File: config.mk
export PLATFORM = sky130hd
export DESIGN_NAME = rst_supervisor
export DESIGN_NICKNAME = d
export VERILOG_FILES = /design/src/rtl/rst_sup_pkg.sv /design/src/rtl/rst_sync.sv /design/src/rtl/rst_debounce.sv /design/src/rtl/rst_hold_timer.sv /design/src/rtl/rst_supervisor.sv
export SDC_FILE = /design/constraint.sdc
export NUM_CORES = 1
export LEC_CHECK = 0
export BUFFER_PORTS_ARGS = -buffer_cell sky130_fd_sc_hd__buf_2
export CORE_MARGIN = 4
export CORE_UTILIZATION = 50
export CTS_CLUSTER_DIAMETER = 80
export DETAILED_ROUTE_END_ITERATION = 8
export PLACE_DENSITY_LB_ADDON = 0.08
export REMOVE_ABC_BUFFERS = 1
export SLEW_MARGIN = 30
export SYNTH_ARGS = -nofsm -noshare
export SYNTH_HDL_FRONTEND = slang
export SYNTH_SLANG_ARGS = --single-unit
File: constraint.sdc
create_clock -name clk -period 3.7 [get_ports clk]
set_input_delay 0.74 -clock clk [delete_from_list [all_inputs] [get_ports clk]]
set_output_delay 0.74 -clock clk [all_outputs]
set_load 0.02 [all_outputs]
File: src/rtl/rst_sup_pkg.sv
`timescale 1ns/1ps
package rst_sup_pkg;
   // Converts a time in milliseconds into a count of clock cycles.
   function automatic longint unsigned ms_to_cycles(input longint unsigned clk_hz,
                                                    input longint unsigned ms);
      return (clk_hz / 1000) * ms;
   endfunction

   // Width of a counter that must hold values 0 .. n-1.
   function automatic int unsigned cnt_width(input longint unsigned n);
      return (n <= 2) ? 1 : $clog2(n);
   endfunction
endpackage

File: src/rtl/rst_sync.sv
`timescale 1ns/1ps
module rst_sync #(
   parameter int unsigned W      = 1,
   parameter int unsigned STAGES = 2,
   parameter logic [W-1:0] RST_VAL = '0
) (
   input  logic         clk,
   input  logic         arst_n,
   input  logic [W-1:0] d,
   output logic [W-1:0] q
);
   localparam int unsigned CW = W * STAGES;

   generate
      if (STAGES < 2) begin : g_bad_depth
         $error("rst_sync: STAGES must be at least 2");
      end
   endgenerate

   logic [CW-1:0] chain;

   generate
      if (STAGES == 2) begin : g_two
         always_ff @(posedge clk or negedge arst_n) begin
            if (!arst_n) chain <= {2{RST_VAL}};
            else         chain <= {chain[W-1:0], d};
         end
      end else begin : g_deep
         always_ff @(posedge clk or negedge arst_n) begin
            if (!arst_n) chain <= {STAGES{RST_VAL}};
            else         chain <= {chain[CW-W-1:0], d};
         end
      end
   endgenerate

   assign q = chain[CW-1 -: W];
endmodule

File: src/rtl/rst_debounce.sv
`timescale 1ns/1ps
module rst_debounce #(
   parameter longint unsigned CYC = 10,
   parameter logic            RST_LEVEL = 1'b1
) (
   input  logic clk,
   input  logic arst_n,
   input  logic raw,
   output logic level
);
   localparam int unsigned CW = rst_sup_pkg::cnt_width(CYC);
   localparam logic [CW-1:0] LAST = CW'(CYC - 1);

   generate
      if (CYC < 1) begin : g_bad_window
         $error("rst_debounce: window must be at least one cycle");
      end
   endgenerate

   logic [CW-1:0] cnt;

   always_ff @(posedge clk or negedge arst_n) begin
      if (!arst_n) begin
         level <= RST_LEVEL;
         cnt   <= '0;
      end else if (raw == level) begin
         cnt <= '0;
      end else if (cnt == LAST) begin
         level <= raw;
         cnt   <= '0;
      end else begin
         cnt <= cnt + 1'b1;
      end
   end

   // the level only moves once the input has disagreed for a full window
   assert_window_full_R3: assert property (@(posedge clk) disable iff (!arst_n)
      (level != $past(level)) |-> ($past(cnt) == LAST));
   // while input and level agree, the level stays where it is
   assert_agree_stable_R3: assert property (@(posedge clk) disable iff (!arst_n)
      (raw == level) |=> $stable(level));
   assert_cnt_bound_R3: assert property (@(posedge clk) disable iff (!arst_n)
      cnt <= LAST);
endmodule

File: src/rtl/rst_hold_timer.sv
`timescale 1ns/1ps
module rst_hold_timer #(
   parameter longint unsigned HOLD_CYC = 130
) (
   input  logic clk,
   input  logic arst_n,
   input  logic req,
   output logic active
);
   localparam int unsigned CW = rst_sup_pkg::cnt_width(HOLD_CYC);
   localparam logic [CW-1:0] LAST = CW'(HOLD_CYC - 1);

   generate
      if (HOLD_CYC < 1) begin : g_bad_hold
         $error("rst_hold_timer: hold interval must be at least one cycle");
      end
   endgenerate

   logic [CW-1:0] cnt;

   always_ff @(posedge clk or negedge arst_n) begin
      if (!arst_n) begin
         active <= 1'b1;
         cnt    <= '0;
      end else if (req) begin
         active <= 1'b1;
         cnt    <= '0;
      end else if (active) begin
         if (cnt == LAST) begin
            active <= 1'b0;
            cnt    <= '0;
         end else begin
            cnt <= cnt + 1'b1;
         end
      end
   end

   // any pending request asserts reset on the next edge
   assert_req_forces_rst_R1: assert property (@(posedge clk) disable iff (!arst_n)
      req |=> active);
   // a request restarts the hold count
   assert_req_clears_cnt_R8: assert property (@(posedge clk) disable iff (!arst_n)
      req |=> (cnt == '0));
   // release only on the terminal count with no request seen
   assert_release_at_end_R2: assert property (@(posedge clk) disable iff (!arst_n)
      $fell(active) |-> ($past(cnt) == LAST && !$past(req)));
   assert_no_overflow_R2: assert property (@(posedge clk) disable iff (!arst_n)
      cnt <= LAST);
endmodule

File: src/rtl/rst_supervisor.sv
`timescale 1ns/1ps
module rst_supervisor #(
   parameter longint unsigned CLK_HZ      = 50_000_000,
   parameter longint unsigned HOLD_MS     = 130,
   parameter longint unsigned DEBOUNCE_MS = 10,
   parameter int unsigned     SYNC_STAGES = 2
) (
   input  logic clk,
   input  logic arst_n,
   input  logic supply_low_i,
   input  logic pb_n_i,
   output logic rst_o,
   output logic rst_n_o
);
   localparam longint unsigned HOLD_CYC = rst_sup_pkg::ms_to_cycles(CLK_HZ, HOLD_MS);
   localparam longint unsigned DB_CYC   = rst_sup_pkg::ms_to_cycles(CLK_HZ, DEBOUNCE_MS);

   generate
      if (CLK_HZ < 1000) begin : g_bad_clk
         $error("rst_supervisor: CLK_HZ must be at least 1000");
      end
   endgenerate

   logic [1:0] raw_s;
   logic       supply_low_s;
   logic       pb_n_s;
   logic       pb_n_db;
   logic       hold_req;
   logic       rst_q;

   rst_sync #(.W(2), .STAGES(SYNC_STAGES), .RST_VAL(2'b11)) u_sync (
      .clk    (clk),
      .arst_n (arst_n),
      .d      ({supply_low_i, pb_n_i}),
      .q      (raw_s)
   );

   assign supply_low_s = raw_s[1];
   assign pb_n_s       = raw_s[0];

   rst_debounce #(.CYC(DB_CYC), .RST_LEVEL(1'b1)) u_db (
      .clk    (clk),
      .arst_n (arst_n),
      .raw    (pb_n_s),
      .level  (pb_n_db)
   );

   assign hold_req = supply_low_s | ~pb_n_db;

   rst_hold_timer #(.HOLD_CYC(HOLD_CYC)) u_hold (
      .clk    (clk),
      .arst_n (arst_n),
      .req    (hold_req),
      .active (rst_q)
   );

   assign rst_o   = rst_q;
   assign rst_n_o = ~rst_q;

   // a synchronized supply-low flag never coexists with released reset a cycle later
   assert_supply_holds_rst_R1: assert property (@(posedge clk) disable iff (!arst_n)
      supply_low_s |=> rst_o);
   // a debounced press keeps reset asserted
   assert_press_holds_rst_R5: assert property (@(posedge clk) disable iff (!arst_n)
      !pb_n_db |=> rst_o);
endmodule

==> run metrics, run 1 <==
Nets=274; final setup violation count=0; most common cell after layout, fill and taps aside=dfrtp_1; Compound-Gate Fraction of Synth Area=0.101; Layout area overhead=7.29%; die width=80.3 um; Worst Path Required=2.96 ns; combinational power share=0.022; Synth Area in Simple Gates=0.310; Async S/R FF share, synth=1.00; gr busiest metal=met1; # hold bufs at CTS=0; WP buf/inv=2; Rows=26; Final Cell Area=2800 sq um; EDFF count, synth=0; Initial Util=0.514; vias in the first global route=1,926; Worst-path clk slew=0.10 ns; M2 GR Usage=0.288; critical path cell sequence=inv_1, buf_2; Worst Tran Pin Value=0.870 ns; status=finished, final reports clean; fin crit share=0.633; delay of the slowest critical-path stage=0.79 ns; die height=80.3 um; first-pass GRT wire length=9.62 mm; largest net degree at the start of global routing=31; initial DRC count=180; Setup CP Type=flip-flop to output port; Yosys Warn Count=0; PortBufs=5; combinational family with the most area after synthesis=simple AND/OR/NAND/NOR gates; max_slew headroom=0.420; Post-Route WL=5.57 mm; CTS Buf Count=5; clk root buf=clkbuf_8; Final Core Density=0.552; ant diodes=0; Max Cap Viol=0; Seq/Total Area, Yosys=0.463; CP endpoint kind=output port; GR Overflow Total=0; Storage cell area=1210 sq um; most frequent cells in the layout=42 x dfrtp_1, 32 x nor2_1, 20 x nand3_1, 18 x nand2_1, 15 x xor2_1; Critical Path AT=1.60 ns; synthesized instance count=267; Post-Synth Adder-Cell Area=0.00959; RSZ-0062 raised after global routing=no; Max Clk Rate=427 MHz; Post-DP Area=2660 sq um; hold crit path type=flip-flop to flip-flop; HPWL Detailed=3.76 mm; ys flop type=dfrtp_1; CTS sink count=48; critical path's slowest cell=dfstp_2; Flop pwr share=0.527; Crit path max-delay family=flip-flops; Multi-input gate area=1320 sq um; hold_ws=0.361 ns; antenna viol nets, final=0; final clock skew=0.00775 ns; die area=6440 sq um; CTS Buffer Depth=2; Net Sw Frac=0.204; maximum vdd drop=0.000248 V; P_int=0.808 mW; Final Hold Viols=0; crit-path max FO=22; Total GRT Usage=0.195; Yosys cell types=50; Core ar.=5070 sq um; fillers=477; XOR/XNOR Fraction of Synth Area=0.0738; Post-Synthesis Cell Area=2610 sq um; NetSw=0.207 mW; # Post-CTS Setup Buffers=0; CTS tree=built; GR Util met3=0.0404; Pleak=1.13 nW; Final Non-Filler Cells=339; mux cell area share after synthesis=0.00815; WL/cell=16.4 um; TNS Setup=0 ns; Clk pwr share=0.452; worst-skew pair later-pin latency=0.30 ns; TritonRoute pass-1 iters=4; Ports=6; PwrDens=362 nW/um^2; share of layout cells above drive strength 1=0.126; Post-Synthesis Mean Instance Area=9.78 sq um; gp weighted congestion=0.909; Max Transition Viols Final=0; global routing usage on met1=0.289; Vias=2,012; # H-tree levels=2; #FFs+latches synth=48; initial antenna violation count=0; post-cts resize count=0; placed cells=331; Critical Path Source Type=flip-flop; DRC Markers=0; drt via density=5.94; min Tclk post-route=2.34 ns
==> synth_stat cells, types with 6 or more instances <==
master,count,area [sq um]
nand4_1,8,50.1
a21oi_1,9,45.0
and3_1,9,56.3
nor3b_1,7,52.6
nor2_1,32,120
xnor2_1,7,61.3
o21ai_0,11,55.1
nand3_1,20,100
nor4_1,8,50.1
nand2_1,18,67.6
dfstp_2,6,158
xor2_1,15,131
dfrtp_1,42,1050
a32o_1,8,80.1
==> cells by family (layout without fill, tap and decap cells) <==
family | Yosys count | after routing
AO/OA/AOI/OAI | 39 | 39
XOR/XNOR | 22 | 22
adder cells (fa/ha/maj) | 2 | 2
buffers and inverters | 16 | 18
flip-flops | 48 | 48
multiplexers | 2 | 2
AND/OR/NAND/NOR | 138 | 138
==> registers in the layout, summed over array words and instances (netlist names) <==
register       flops
u_sync.chain       4
u_hold.active      1
u_hold.cnt        23
u_db.level         1
u_db.cnt          19
==> path summary, 6_finish.rpt <==
| path | startpoint | slack (ns) | cells past startpoint | end |
|---|---|---|---|---|
| min in group asynchronous | arst_n | 0.47 | 1 | u_db.cnt[15] |
| setup / recovery | u_hold.active | 1.36 | 2 | rst_n_o |
| max in group asynchronous | arst_n | 2.45 | 2 | u_sync.chain[3] |
| hold reg to reg | u_sync.chain[0] | 0.36 | 0 | u_sync.chain[2] |
| hold / removal | u_sync.chain[0] | 0.36 | 0 | u_sync.chain[2] |
| setup reg to reg | u_hold.cnt[0] | 1.50 | 6 | u_hold.cnt[16] |
==> through the flow <==
stage | power, mW | setup WS [ns]
after global placement | 0.567 | 1.63
after global routing | 1.06 | 1.28
after CTS | 1.03 | 1.35
final | 1.01 | 1.36
after floorplan | 0.552 | 1.76
after detailed placement | 0.568 | 1.54
==> area by class of cell <==
type / count / area share
multi-input combinational: 203 / 0.470
clock inverter: 3 / 0.0246
tap: 70 / 0.0313
sequential: 48 / 0.432
clock buffer: 5 / 0.0246
timing repair buffer: 7 / 0.0143
inverter: 3 / 0.00402
==> power by group through the flow <==
stage	clock [mW]	combinational, mW	sequential [mW]
after floorplan	0	0.00772	0.544
after global placement	0	0.0228	0.544
after detailed placement	0	0.0232	0.544
after CTS	0.468	0.0233	0.534
after global routing	0.495	0.0260	0.535
final	0.459	0.0219	0.534
==> routing by layer <==
metal	wire length, um	share of wire
met1	2770	0.50
met2	2510	0.45
met3	258	0.046
met4	30	0.0054
met5	0	0
Note: power is estimated with default switching activity, not from simulation.
==> run 2, diff against run 1 <==
- clock period: 3.7 -> 2.1 ns (I/O delays scaled with it)
==> run 2 against run 1 <==
Net effect:
- die area stayed put
- utilization grew 1.7 points
- largest power group unchanged
- critical path depth increased by 3
- highest routed layer unchanged
- final area increased by 3.0%
==> run metrics, run 2 (same netlist as run 1, synthesis figures left out) <==
worst-skew pair later-pin latency=0.31 ns (about the same); TNS Setup=0 ns (unchanged); min Tclk post-route=1.97 ns; Pwr Total=1.57 mW (+55%); CTS sink count=48 (unchanged); most common cell after layout, fill and taps aside=dfrtp_1; hold_ws=0.131 ns (-0.229 ns); Max Transition Viols Final=0 (unchanged); Core ar.=5070 sq um (unchanged); Initial Util=0.514 (unchanged); antenna viol nets, final=0 (unchanged); delay of the slowest critical-path stage=0.46 ns (-0.33 ns); final clock skew=0.00517 ns (-0.00258 ns); WL/cell=15.7 um (-4.1%); gp weighted congestion=0.877 (-3.6%); die height=80.3 um (unchanged); fin crit share=0.936; Post-Route WL=5.60 mm (+0.68%); RSZ-0062 raised after global routing=no; clk root buf=clkbuf_8; die width=80.3 um (unchanged); largest net degree at the start of global routing=32 (+3.2%); Rows=26 (unchanged); CP Launch Point=u_hold.cnt[8]; Critical Path Source Type=flip-flop; Pleak=1.19 nW (+5.5%); CP endpoint kind=flip-flop; Largest regs=u_hold.cnt x23, u_db.cnt x19, u_sync.chain x4; initial antenna violation count=0 (unchanged); PwrDens=545 nW/um^2 (+50%); Nets=291 (+6.2%); Final Hold Viols=0 (unchanged); share of layout cells above drive strength 1=0.175 (+0.0484); Critical Path AT=2.17 ns (+0.57 ns); Ports=6 (unchanged); Post-DP Area=2790 sq um (+4.8%); Total GRT Usage=0.196 (+0.000477); critical path's slowest cell=dfrtp_1; Layout area overhead=10.5%; Largest Register=u_hold.cnt; Worst Path Required=2.30 ns (-0.66 ns); ant diodes=0 (unchanged); most frequent cells in the layout=42 x dfrtp_1, 32 x nor2_1, 20 x nand3_1, 19 x buf_4, 18 x nand2_1; # H-tree levels=2 (unchanged); Final Cell Area=2880 sq um (+3.0%); die area=6440 sq um (unchanged); Worst-path clk slew=0.10 ns (about the same); CTS Buf Count=5 (unchanged); GR Overflow Total=0 (unchanged); RR Startpoint=u_hold.cnt[8]; PortBufs=5 (unchanged); status=finished, final reports clean; hold crit path type=input port to async pin; Final Non-Filler Cells=356 (+5.0%); Worst Tran Pin Value=0.662 ns (-0.208 ns); initial DRC count=156 (-13%); TritonRoute pass-1 iters=4 (unchanged); DRC Markers=0 (unchanged); Setup CP Type=flip-flop to flip-flop; final setup violation count=0 (unchanged); # hold bufs at CTS=0 (unchanged); first-pass GRT wire length=9.72 mm (+1.1%); CTS tree=built; placed cells=348 (+5.1%); Max Clk Rate=509 MHz; Max Cap Viol=0 (unchanged); vias in the first global route=1,966 (+2.1%); crit-path max FO=9 (-59%); CTS Buffer Depth=2 (unchanged); max_slew headroom=0.559 (+0.139); max reg flops=23 (unchanged); Vias=2,080 (+3.4%); drt via density=5.84 (-1.6%); maximum vdd drop=0.000417 V (+68%); critical path cell sequence=nor4b_1, and3_1, and2_1, o21ai_0, a32o_1; HPWL Detailed=3.93 mm (+4.5%)
-- run 2: changes by cell type in the layout (fill, tap and decap cells not counted), sizes merged --
| cell | previous run | this run |
|---|---|---|
| clkinvlp | 0 | 1 |
| inv | 4 | 5 |
| buf | 7 | 24 |
| bufinv | 2 | 0 |
-- run 2: final timing paths --
path | slack [ns] | depth (start not counted) | endpoint
setup reg to reg | 0.13 | 5 | u_hold.cnt[18]
hold reg to reg | 0.36 | 0 | u_sync.chain[2]
setup / recovery | 0.13 | 5 | u_hold.cnt[18]
max in group asynchronous | 1.37 | 2 | u_hold.cnt[1]
min in group clk | 0.20 | 1 | u_sync.chain[0]
hold / removal | 0.13 | 1 | u_db.cnt[11]
-- run 2: layer usage --
layer / global-route usage / wire (um) / vias to the layer above
li1: - / - / 1010
met1: 0.291 / 2830 / 1000
met2: 0.286 / 2430 / 68
met3: 0.0471 / 315 / 2
met4: 0.0490 / 30 / 0
met5: 0 / 0 / -
-- run 2: area by class of cell --
type / count / area [sq um]
Fill cell: 449 / 2190
Multi-Input combinational cell: 203 / 1320
Sequential cell: 48 / 1210
Timing Repair Buffer: 24 / 168
Tap cell: 70 / 87.6
Clock buffer: 5 / 68.8
Clock inverter: 3 / 25.0
Inverter: 3 / 11.3
-- run 2: worst max-delay path, delay by kind of cell, from the launching register on --
kind,cells,cell delay (ns)
and+or+nand+nor,3,0.97
DFF,1,0.46
AOI/OAI and AO/OA,2,0.43
-- run 2: timing repair --
item / in CTS / in global routing
setup endpoints to repair: 0 / 15
endpoints found under the hold margin: 0 / 0
resized for setup: 0 / 1
buffers inserted: 0 / 0
-- run 2: where the power goes --
part	switching, mW	total (mW)	leakage, nW	internal (mW)
registers	0.00614	0.942	0.647	0.935
logic	0.0291	0.0403	0.502	0.0112
clock network	0.346	0.589	0.0452	0.243
-- run 2: metrics by stage --
stage,setup WS (ns),utilization
2_1_floorplan,0.158,-
3_3_place_gp,0.143,0.549
3_5_place_dp,0.139,0.549
4_1_cts,0.0999,0.568
5_1_grt,0.00747,0.568
6_report,0.133,0.568
==> run 3, diff against run 2 <==
- CORE_MARGIN: 4 -> 1.5
==> run 3 against run 2 <==
Net effect:
- maximum frequency rose by 1.5%
- utilization is 2.1 points higher
- sequential power hardly changed
- wire length grew 6.1%
- clock power up 0.7%
- final area increased by 3.8%
- die area is 12% lower
- power rose by 0.25%
- critical path depth increased by 1
- worst setup slack better by 0.030 ns
- highest routed layer unchanged
==> run metrics, run 3 (same netlist as run 1, synthesis figures left out) <==
status=finished, final reports clean; most frequent cells in the layout=42 x dfrtp_1, 32 x nor2_1, 30 x buf_4, 20 x nand3_1, 18 x nand2_1; die height=75.3 um (-6.2%); Worst Tran Pin Value=0.765 ns (+0.103 ns); initial antenna violation count=0 (unchanged); antenna viol nets, final=0 (unchanged); Total GRT Usage=0.241 (+0.0450); min Tclk post-route=1.94 ns (-0.0297 ns); CTS Buffer Depth=2 (unchanged); Final Hold Viols=0 (unchanged); drt via density=5.71 (-2.2%); CP endpoint kind=flip-flop; WL/cell=16.2 um (+2.6%); share of layout cells above drive strength 1=0.215 (+0.0399); worst-skew pair later-pin latency=0.31 ns (about the same); # Post-CTS Setup Buffers=0 (unchanged); Place WS=0.0807 ns (-0.0580 ns); max_slew headroom=0.490 (-0.0688); final setup violation count=0 (unchanged); hold_ws=0.0769 ns (-0.0546 ns); RSZ-0062 raised after global routing=no; Core ar.=5070 sq um (unchanged); Vias=2,103 (+1.1%); Critical Path Source Type=flip-flop; maximum vdd drop=0.000405 V (-2.7%); Initial Util=0.514 (unchanged); Nets=303 (+4.1%); die area=5660 sq um (-12%); fillers=468 (+4.2%); CTS sink count=48 (unchanged); Max Clk Rate=516 MHz (+1.5%); Largest regs=u_hold.cnt x23, u_db.cnt x19, u_sync.chain x4; Pleak=1.27 nW (+6.2%); Critical Path AT=2.14 ns (-0.03 ns); Worst Path Required=2.30 ns (about the same); setup ws final=0.163 ns (+0.0297 ns); # H-tree levels=2 (unchanged); Layout area overhead=14.7%; first-pass GRT wire length=10.1 mm (+3.8%); fin crit share=0.922 (-0.0142); Ports=6 (unchanged); HPWL Detailed=4.25 mm (+8.1%); Worst-path clk slew=0.10 ns (about the same); TritonRoute pass-1 iters=4 (unchanged); Final Non-Filler Cells=368 (+3.4%); DRC Markers=0 (unchanged); Setup CP Type=flip-flop to flip-flop; crit-path max FO=9 (unchanged); CTS Buf Count=5 (unchanged); initial DRC count=155 (-0.64%); PwrDens=526 nW/um^2 (-3.4%); largest net degree at the start of global routing=26 (-19%); Max Cap Viol=0 (unchanged); Rows=26 (unchanged); Max Transition Viols Final=0 (unchanged); placed cells=360 (+3.4%); max reg flops=23 (unchanged); final clock skew=0.00981 ns (+0.00464 ns); Largest Register=u_hold.cnt; TNS Setup=0 ns (unchanged); Final Core Density=0.590 (+0.0215); Post-Route WL=5.94 mm (+6.1%); most common cell after layout, fill and taps aside=dfrtp_1; PortBufs=5 (unchanged); GR Overflow Total=0 (unchanged); clk root buf=clkbuf_8; ant diodes=0 (unchanged); gp weighted congestion=0.927 (+5.7%); die width=75.3 um (-6.2%); CTS tree=built; vias in the first global route=2,015 (+2.5%); hold crit path type=input port to async pin
-- run 3: cell types whose count changed in the layout (fill, tap and decap cells not counted), sizes merged --
cell and delta:
inv -2, buf +12, clkbuf +1, clkinvlp +1
-- run 3: worst paths after layout --
kind                                 startpoint         endpoint  slack, ns  cells past startpoint
worst max-delay path              u_hold.cnt[8]   u_hold.cnt[16]       0.16                      6
worst max register to register    u_hold.cnt[8]   u_hold.cnt[16]       0.16                      6
worst min register to register  u_sync.chain[0]  u_sync.chain[2]       0.36                      0
worst min-delay path                     arst_n     u_db.cnt[11]       0.08                      1
min in group clk                   supply_low_i  u_sync.chain[1]       0.21                      1
max in group asynchronous                arst_n    u_hold.active       1.43                      2
-- run 3: where the power goes --
group | internal (mW) | switching [mW] | leakage [nW]
clock network | 0.267 | 0.326 | 0.0434
logic | 0.0118 | 0.0291 | 0.578
registers | 0.935 | 0.00586 | 0.647
-- run 3: what timing repair did --
item | CTS | global route
resized for setup | 0 | 1
hold buffers | 0 | 0
setup endpoints to repair | 0 | 8
-- run 3: cell type report --
type | instances | area, sq um | share of cell area
Clock buffer | 6 | 82.6 | 0.0276
Sequential cell | 48 | 1210 | 0.404
Inverter | 3 | 11.3 | 0.00376
Multi-Input combinational cell | 203 | 1320 | 0.440
Tap cell | 70 | 87.6 | 0.0293
Clock inverter | 2 | 15.0 | 0.00502
Timing Repair Buffer | 36 | 270 | 0.0903
-- run 3: critical path: stages, from the launching register on --
cell     delay [ns]
dfrtp_1        0.45
nor4b_1        0.32
and3_1         0.25
buf_4          0.16
and2_2         0.25
o21ai_0        0.13
a32o_1         0.27
-- run 3: stage by stage --
stage	instance area [sq um]	power, mW
final	2990	1.58
after floorplan	2530	0.972
after detailed placement	2890	1.00
after global routing	2990	1.65
after CTS	2990	1.60
after global placement	2890	1.00
-- run 3: per-layer routing --
metal	vias to the layer above	share of wire	GRT usage
met5	-	0	0
met4	0	0.020	0.107
met3	13	0.039	0.0388
met2	49	0.43	0.335
met1	1005	0.51	0.367
li1	1036	-	-
